===== src/rtl/cmp_regs_pkg.sv =====
package cmp_regs_pkg;
    localparam int DATA_W = 8;
    localparam int ADDR_W = 3;
    localparam int SEL_W  = 3;

    localparam logic [ADDR_W-1:0] OFF_FILT = 3'd0;
    localparam logic [ADDR_W-1:0] OFF_MAIN = 3'd1;
    localparam logic [ADDR_W-1:0] OFF_PER  = 3'd2;
    localparam logic [ADDR_W-1:0] OFF_STAT = 3'd3;
    localparam logic [ADDR_W-1:0] OFF_DAC  = 3'd4;
    localparam logic [ADDR_W-1:0] OFF_MUX  = 3'd5;

    localparam logic [DATA_W-1:0] MASK_FILT = 8'h73;
    localparam logic [DATA_W-1:0] MASK_MAIN = 8'hDF;
    localparam logic [DATA_W-1:0] MASK_STAT = 8'h58;
    localparam logic [DATA_W-1:0] MASK_MUX  = 8'hBF;

    // bit positions that neighbouring logic decodes
    localparam int MAIN_EN_BIT  = 0;
    localparam int MAIN_WIN_BIT = 6;
    localparam int MAIN_SMP_BIT = 7;
    localparam int STAT_LVL_BIT = 0;
    localparam int STAT_FF_BIT  = 1;
    localparam int STAT_FR_BIT  = 2;
    localparam int STAT_IEF_BIT = 3;
    localparam int STAT_IER_BIT = 4;
    localparam int STAT_DMA_BIT = 6;

    typedef enum logic {
        ST_LOW  = 1'b0,
        ST_HIGH = 1'b1
    } lvl_state_t;
endpackage


===== src/rtl/cmp_edge_fsm.sv =====
module cmp_edge_fsm
    import cmp_regs_pkg::*;
(
    input  logic clk,
    input  logic rst_n,
    input  logic cmp_i,
    output logic level_o,
    output logic rise_o,
    output logic fall_o
);
    lvl_state_t state_q, state_d;

    always_comb begin
        state_d = state_q;
        unique case (state_q)
            ST_LOW:  if (cmp_i)  state_d = ST_HIGH;  // RISE_SEEN
            ST_HIGH: if (!cmp_i) state_d = ST_LOW;   // FALL_SEEN
            default: state_d = ST_LOW;
        endcase
    end

    always_ff @(posedge clk or negedge rst_n) begin
        if (!rst_n) state_q <= ST_LOW;
        else        state_q <= state_d;
    end

    always_comb begin
        level_o = (state_q == ST_HIGH);
        rise_o  = (state_q == ST_LOW)  &&  cmp_i;
        fall_o  = (state_q == ST_HIGH) && !cmp_i;
    end
endmodule


===== src/rtl/cmp_flag_unit.sv =====
module cmp_flag_unit (
    input  logic clk,
    input  logic rst_n,
    input  logic rise_i,
    input  logic fall_i,
    input  logic clr_rise_i,
    input  logic clr_fall_i,
    input  logic ie_rise_i,
    input  logic ie_fall_i,
    input  logic dma_en_i,
    output logic flag_rise_o,
    output logic flag_fall_o,
    output logic irq_o,
    output logic dma_o
);
    logic fr_q, ff_q, irq_q;

    always_ff @(posedge clk or negedge rst_n) begin
        if (!rst_n) begin
            fr_q  <= 1'b0;
            ff_q  <= 1'b0;
            irq_q <= 1'b0;
        end else begin
            // set has priority over a same-cycle clear
            fr_q  <= rise_i | (fr_q & ~clr_rise_i);
            ff_q  <= fall_i | (ff_q & ~clr_fall_i);
            irq_q <= (ff_q & ie_fall_i) | (fr_q & ie_rise_i);
        end
    end

    always_comb begin
        flag_rise_o = fr_q;
        flag_fall_o = ff_q;
        irq_o       = irq_q;
        dma_o       = dma_en_i & (fr_q | ff_q);
    end
endmodule


===== src/rtl/cmp_regs_top.sv =====
module cmp_regs_top
    import cmp_regs_pkg::*;
(
    input  logic              clk,
    input  logic              rst_n,
    input  logic [ADDR_W-1:0] addr,
    input  logic              wr_en,
    input  logic [DATA_W-1:0] wdata,
    output logic [DATA_W-1:0] rdata,
    input  logic              cmp_in,
    output logic [DATA_W-1:0] filt_ctrl_o,
    output logic [DATA_W-1:0] main_ctrl_o,
    output logic [DATA_W-1:0] filt_per_o,
    output logic [DATA_W-1:0] dac_ctrl_o,
    output logic [DATA_W-1:0] mux_ctrl_o,
    output logic              core_en,
    output logic              irq,
    output logic              dma_req
);
    logic [DATA_W-1:0] filt_q, main_q, per_q, stat_q, dac_q, mux_q;
    logic [DATA_W-1:0] main_wd;
    logic              level, rise, fall, flag_r, flag_f;
    logic              stat_wr;

    always_comb begin
        main_wd = wdata & MASK_MAIN;
        if (main_wd[MAIN_SMP_BIT]) main_wd[MAIN_WIN_BIT] = 1'b0;
    end

    assign stat_wr = wr_en && (addr == OFF_STAT);

    always_ff @(posedge clk or negedge rst_n) begin
        if (!rst_n) begin
            filt_q <= '0;
            main_q <= '0;
            per_q  <= '0;
            stat_q <= '0;
            dac_q  <= '0;
            mux_q  <= '0;
        end else if (wr_en) begin
            unique case (addr)
                OFF_FILT: filt_q <= wdata & MASK_FILT;
                OFF_MAIN: main_q <= main_wd;
                OFF_PER:  per_q  <= wdata;
                OFF_STAT: stat_q <= wdata & MASK_STAT;
                OFF_DAC:  dac_q  <= wdata;
                OFF_MUX:  mux_q  <= wdata & MASK_MUX;
                default:  ;
            endcase
        end
    end

    cmp_edge_fsm u_edge (
        .clk     (clk),
        .rst_n   (rst_n),
        .cmp_i   (cmp_in),
        .level_o (level),
        .rise_o  (rise),
        .fall_o  (fall)
    );

    cmp_flag_unit u_flags (
        .clk         (clk),
        .rst_n       (rst_n),
        .rise_i      (rise),
        .fall_i      (fall),
        .clr_rise_i  (stat_wr && wdata[STAT_FR_BIT]),
        .clr_fall_i  (stat_wr && wdata[STAT_FF_BIT]),
        .ie_rise_i   (stat_q[STAT_IER_BIT]),
        .ie_fall_i   (stat_q[STAT_IEF_BIT]),
        .dma_en_i    (stat_q[STAT_DMA_BIT]),
        .flag_rise_o (flag_r),
        .flag_fall_o (flag_f),
        .irq_o       (irq),
        .dma_o       (dma_req)
    );

    always_comb begin
        rdata = '0;
        unique case (addr)
            OFF_FILT: rdata = filt_q;
            OFF_MAIN: rdata = main_q;
            OFF_PER:  rdata = per_q;
            OFF_STAT: begin
                rdata               = stat_q;
                rdata[STAT_LVL_BIT] = level;
                rdata[STAT_FF_BIT]  = flag_f;
                rdata[STAT_FR_BIT]  = flag_r;
            end
            OFF_DAC:  rdata = dac_q;
            OFF_MUX:  rdata = mux_q;
            default:  rdata = '0;
        endcase
    end

    assign filt_ctrl_o = filt_q;
    assign main_ctrl_o = main_q;
    assign filt_per_o  = per_q;
    assign dac_ctrl_o  = dac_q;
    assign mux_ctrl_o  = mux_q;
    assign core_en     = main_q[MAIN_EN_BIT] &&
                         (mux_q[SEL_W-1:0] != mux_q[2*SEL_W-1:SEL_W]);
endmodule


===== config.mk =====
export PLATFORM = sky130hd
export DESIGN_NAME = cmp_regs_top
export DESIGN_NICKNAME = d
export VERILOG_FILES = /design/src/rtl/cmp_regs_pkg.sv /design/src/rtl/cmp_edge_fsm.sv /design/src/rtl/cmp_flag_unit.sv /design/src/rtl/cmp_regs_top.sv
export SDC_FILE = /design/constraint.sdc
export NUM_CORES = 1
export LEC_CHECK = 0
export BUFFER_PORTS_ARGS = -buffer_cell sky130_fd_sc_hd__buf_2
export CAP_MARGIN = 40
export CORE_UTILIZATION = 46
export DETAILED_ROUTE_END_ITERATION = 8
export PLACE_DENSITY = 0.8
export SYNTH_ARGS = -nofsm -noshare
export SYNTH_HDL_FRONTEND = slang
export SYNTH_HIERARCHICAL = 1
export SYNTH_SLANG_ARGS = --single-unit

===== constraint.sdc =====
create_clock -name clk -period 1 [get_ports clk]
set_input_delay 0.05 -clock clk [delete_from_list [all_inputs] [get_ports clk]]
set_output_delay 0.05 -clock clk [all_outputs]
set_load 0.01 [all_outputs]

==> flow_summary_export.csv <==
group,metric,value,unit
detailed_routing,firstDrtPassIters,4,
die,pin_count,66,
layout,syn2layout_area_growth,57.99,%
detailed_routing,drtAntennaViolNets,0,
detailed_routing,totalWireLength,6547,um
sta,min_period,1.560,ns
placement,pre_cts_ws,-0.2363,ns
placement,port-buffer-count,60,
global_routing,grt_max_degree,43,
setup_path,critical_path.slowest_cell,"dfrtp_1",
status,outcome,"complete, but fails checks",
synth,avgSynthCellArea,13.18,um^2
global_routing,track_usage,26.78,%
die,die-area,4799,um^2
job,maxCapViolCount,0,
clock_network,cts_buffers,5,
synth,yosysUniqueCellTypes,35,
die,die-width,69.28,um
power,clkPwrFrac,17.4,%
power,pwr-share-comb,43.1,%
detailed_routing,drt_iter0_markers,108,
detailed_routing,drcViolationCount,0,
layout,fillers,252,
die,rows,24,
sta,achievable-frequency,0.6411,GHz
layout,utilization,75.55,%
synth,yosysWarnings,6,
sta,slew_viol_final,0,
layout,drive_above_1_share,67.39,%
power,p_sw,1.897,mW
synth,syn_area,2082,um^2
power,p_leak,1.598,nW
layout,seqCellArea,1052,um^2
sta,finalSetupViolCount,16,
setup_path,crit_family,"flip-flops",
synth,seq_area_frac_synth,50.48,%
sta,fin_ws,-0.5599,ns
setup_path,cp-start-kind,"flop",
detailed_routing,wl_per_cell,19.96,um
die,core_area,4354,um^2
power,power,5.982,mW
sta,rsz0062_at_grt,"yes",
clock_network,htreeDepth,2,
sta,period_share,156.0,%
clock_network,root_buffer,"clkbuf_8",
setup_path,arrival,1.51,ns
sta,hold_viol_final,0,
setup_path,cp_cell_sequence,"mux2_4, a221oi_2, a31oi_1, buf_2",
clock_network,path_clk_slew,0.08,ns
layout,nets,291,
setup_path,endpoint_kind,"primary output",
placement,place_congestion,0.9329,
power,seq_power_share,39.5,%
min_path,hold_class,"in2reg",
power,ir_worst_vdd,0.001048,V
global_routing,grt_pass1_vias,1908,
die,start_util,47.82,%
synth,synthCells,158,
setup_path,max_stage_delay,0.40,ns
synth,synthFlopType,"dfrtp_1",
power,p_sw_share,31.71,%
clock_network,cts_tree,"done",
setup_path,critPathKind,"reg2out",
sta,finClkSkew,0.001682,ns
clock_network,cts_sinks,42,
status,violations,"negative setup slack",
detailed_routing,vias,1849,
synth,synth-async-reset-ratio,100.0,%
global_routing,grt_pass1_wl,9749,um
synth,synth_edf_count,0,
clock_network,clkLatencyLatePin,0.30,ns
detailed_routing,via_per_inst,5.637,
setup_path,worst-path-buf-inv,1,
layout,n_antenna_cell,0,
global_routing,antenna_found_initial,0,
placement,dp_hpwl,4251,um
layout,multiInputGateArea,1111,um^2
die,die_h,69.28,um
setup_path,worst_ep_required_time,0.95,ns
power,power.density,1819,nW/um^2
power,p_int,4.085,mW
setup_path,cp_max_fo,2,
synth,ys_ff_latch,42,
global_routing,grt.overflow.total,0,
clock_network,cts_max_path_buffers,2,
==> kinds of logic after synthesis <==
logic type	synth area share, %
AOI/OAI and AO/OA	7.152
xor gates and xnor gates	1.262
buffers and inverters	3.666
DFF	50.48
muxes	28.18
other	0.1801
and+or+nand+nor	9.075
==> per-stage QoR <==
stage | instances | area, um^2 | hold slack [ns] | setup TNS, ns
6_report | 328 | 3289 | 0.05146 | -3.965
5_1_grt | 328 | 3289 | 0.05381 | -4.955
4_1_cts | 326 | 3128 | 0.04783 | -3.486
3_5_place_dp | 311 | 2858 | 0.04086 | -9.227
3_3_place_gp | 311 | 2858 | 0.03629 | -7.587
2_1_floorplan | 162 | 2195 | -0.2456 | -0.3718
==> layout by cell type, fill, tap and decap left out, types with 3 or more instances in the layout <==
cell type and count:
mux2i_1 7, dfrtp_1 41, buf_4 34, clkbuf_8 5, inv_1 3, buf_6 42, nand2_1 4, xor2_1 3
mux2_2 27, mux2_4 16, buf_2 37, o21ai_2 3, conb_1 5
==> cells in the mapped netlist, types with 2 or more instances <==
cell / n / area [um^2]
mux2_2: 43 / 484.2
dfrtp_1: 42 / 1051
mux2i_1: 8 / 80.08
buf_4: 6 / 45.04
nand2_1: 6 / 22.52
buf_2: 4 / 20.02
o21ai_0: 4 / 20.02
a21oi_1: 3 / 15.01
inv_1: 3 / 11.26
nand2b_1: 3 / 18.77
xor2_1: 3 / 26.28
a21o_1: 2 / 15.01
a221oi_1: 2 / 17.52
a31oi_1: 2 / 12.51
and2_1: 2 / 12.51
and2b_2: 2 / 17.52
and3b_1: 2 / 17.52
nand3_1: 2 / 10.01
nor2_4: 2 / 22.52
nor2b_1: 2 / 12.51
==> per-layer routing <==
| layer | track usage, % | share of wire, % |
|---|---|---|
| met3 | 3.924 | 4.4 |
| met2 | 45.74 | 53 |
| met5 | 0 | 0 |
| met1 | 33.30 | 40 |
| met4 | 12.70 | 2.1 |
==> registers in the layout (all words and copies together) (netlist names) <==
name,cells
dac_ctrl_o,8
main_ctrl_o,7
u_flags/flag_rise_o,1
u_flags/irq_o,1
stat_q,3
u_flags/flag_fall_o,1
mux_ctrl_o,7
filt_per_o,8
filt_ctrl_o,5
u_edge/level_o,1
==> path summary, 6_finish.rpt <==
check	startpoint	to	slack [ns]	cells past startpoint
setup / recovery	filt_per_o[0]	rdata[0]	-0.56	4
hold / removal	wdata[5]	mux_ctrl_o[5]	0.05	2
setup reg to reg	mux_ctrl_o[1]	mux_ctrl_o[1]	-0.03	3
hold reg to reg	u_flags/flag_rise_o	u_flags/flag_rise_o	0.55	1
max in group asynchronous	rst_n	mux_ctrl_o[1]	0.55	3
min in group asynchronous	rst_n	filt_per_o[7]	0.24	3
==> repair_timing <==
action / 4_1_cts / 5_1_grt
setup buffers: 6 / 5
pin swaps: 8 / 5
hold endpoints to repair: 43 / 0
hold buffers: 2 / 0
endpoints found under the setup margin: 21 / 37
resized for setup: 26 / 31
==> final cells by class <==
cell class                      count  share of cell area (%)
Multi-Input combinational cell    107                   33.78
Sequential cell                    42                   31.99
Timing Repair Buffer              117                   29.59
Clock buffer                        7                   2.320
Tap cell                           52                   1.978
Inverter                            3                  0.3423
==> power groups by stage <==
stage	logic [mW]	registers, mW	clock network, mW
2_1_floorplan	0.793	2.49	0
3_3_place_gp	1.88	2.33	0
3_5_place_dp	1.95	2.34	0
4_1_cts	2.27	2.32	1.04
5_1_grt	2.72	2.39	1.12
6_report	2.58	2.36	1.04
Note: power is estimated with default switching activity, not from simulation.
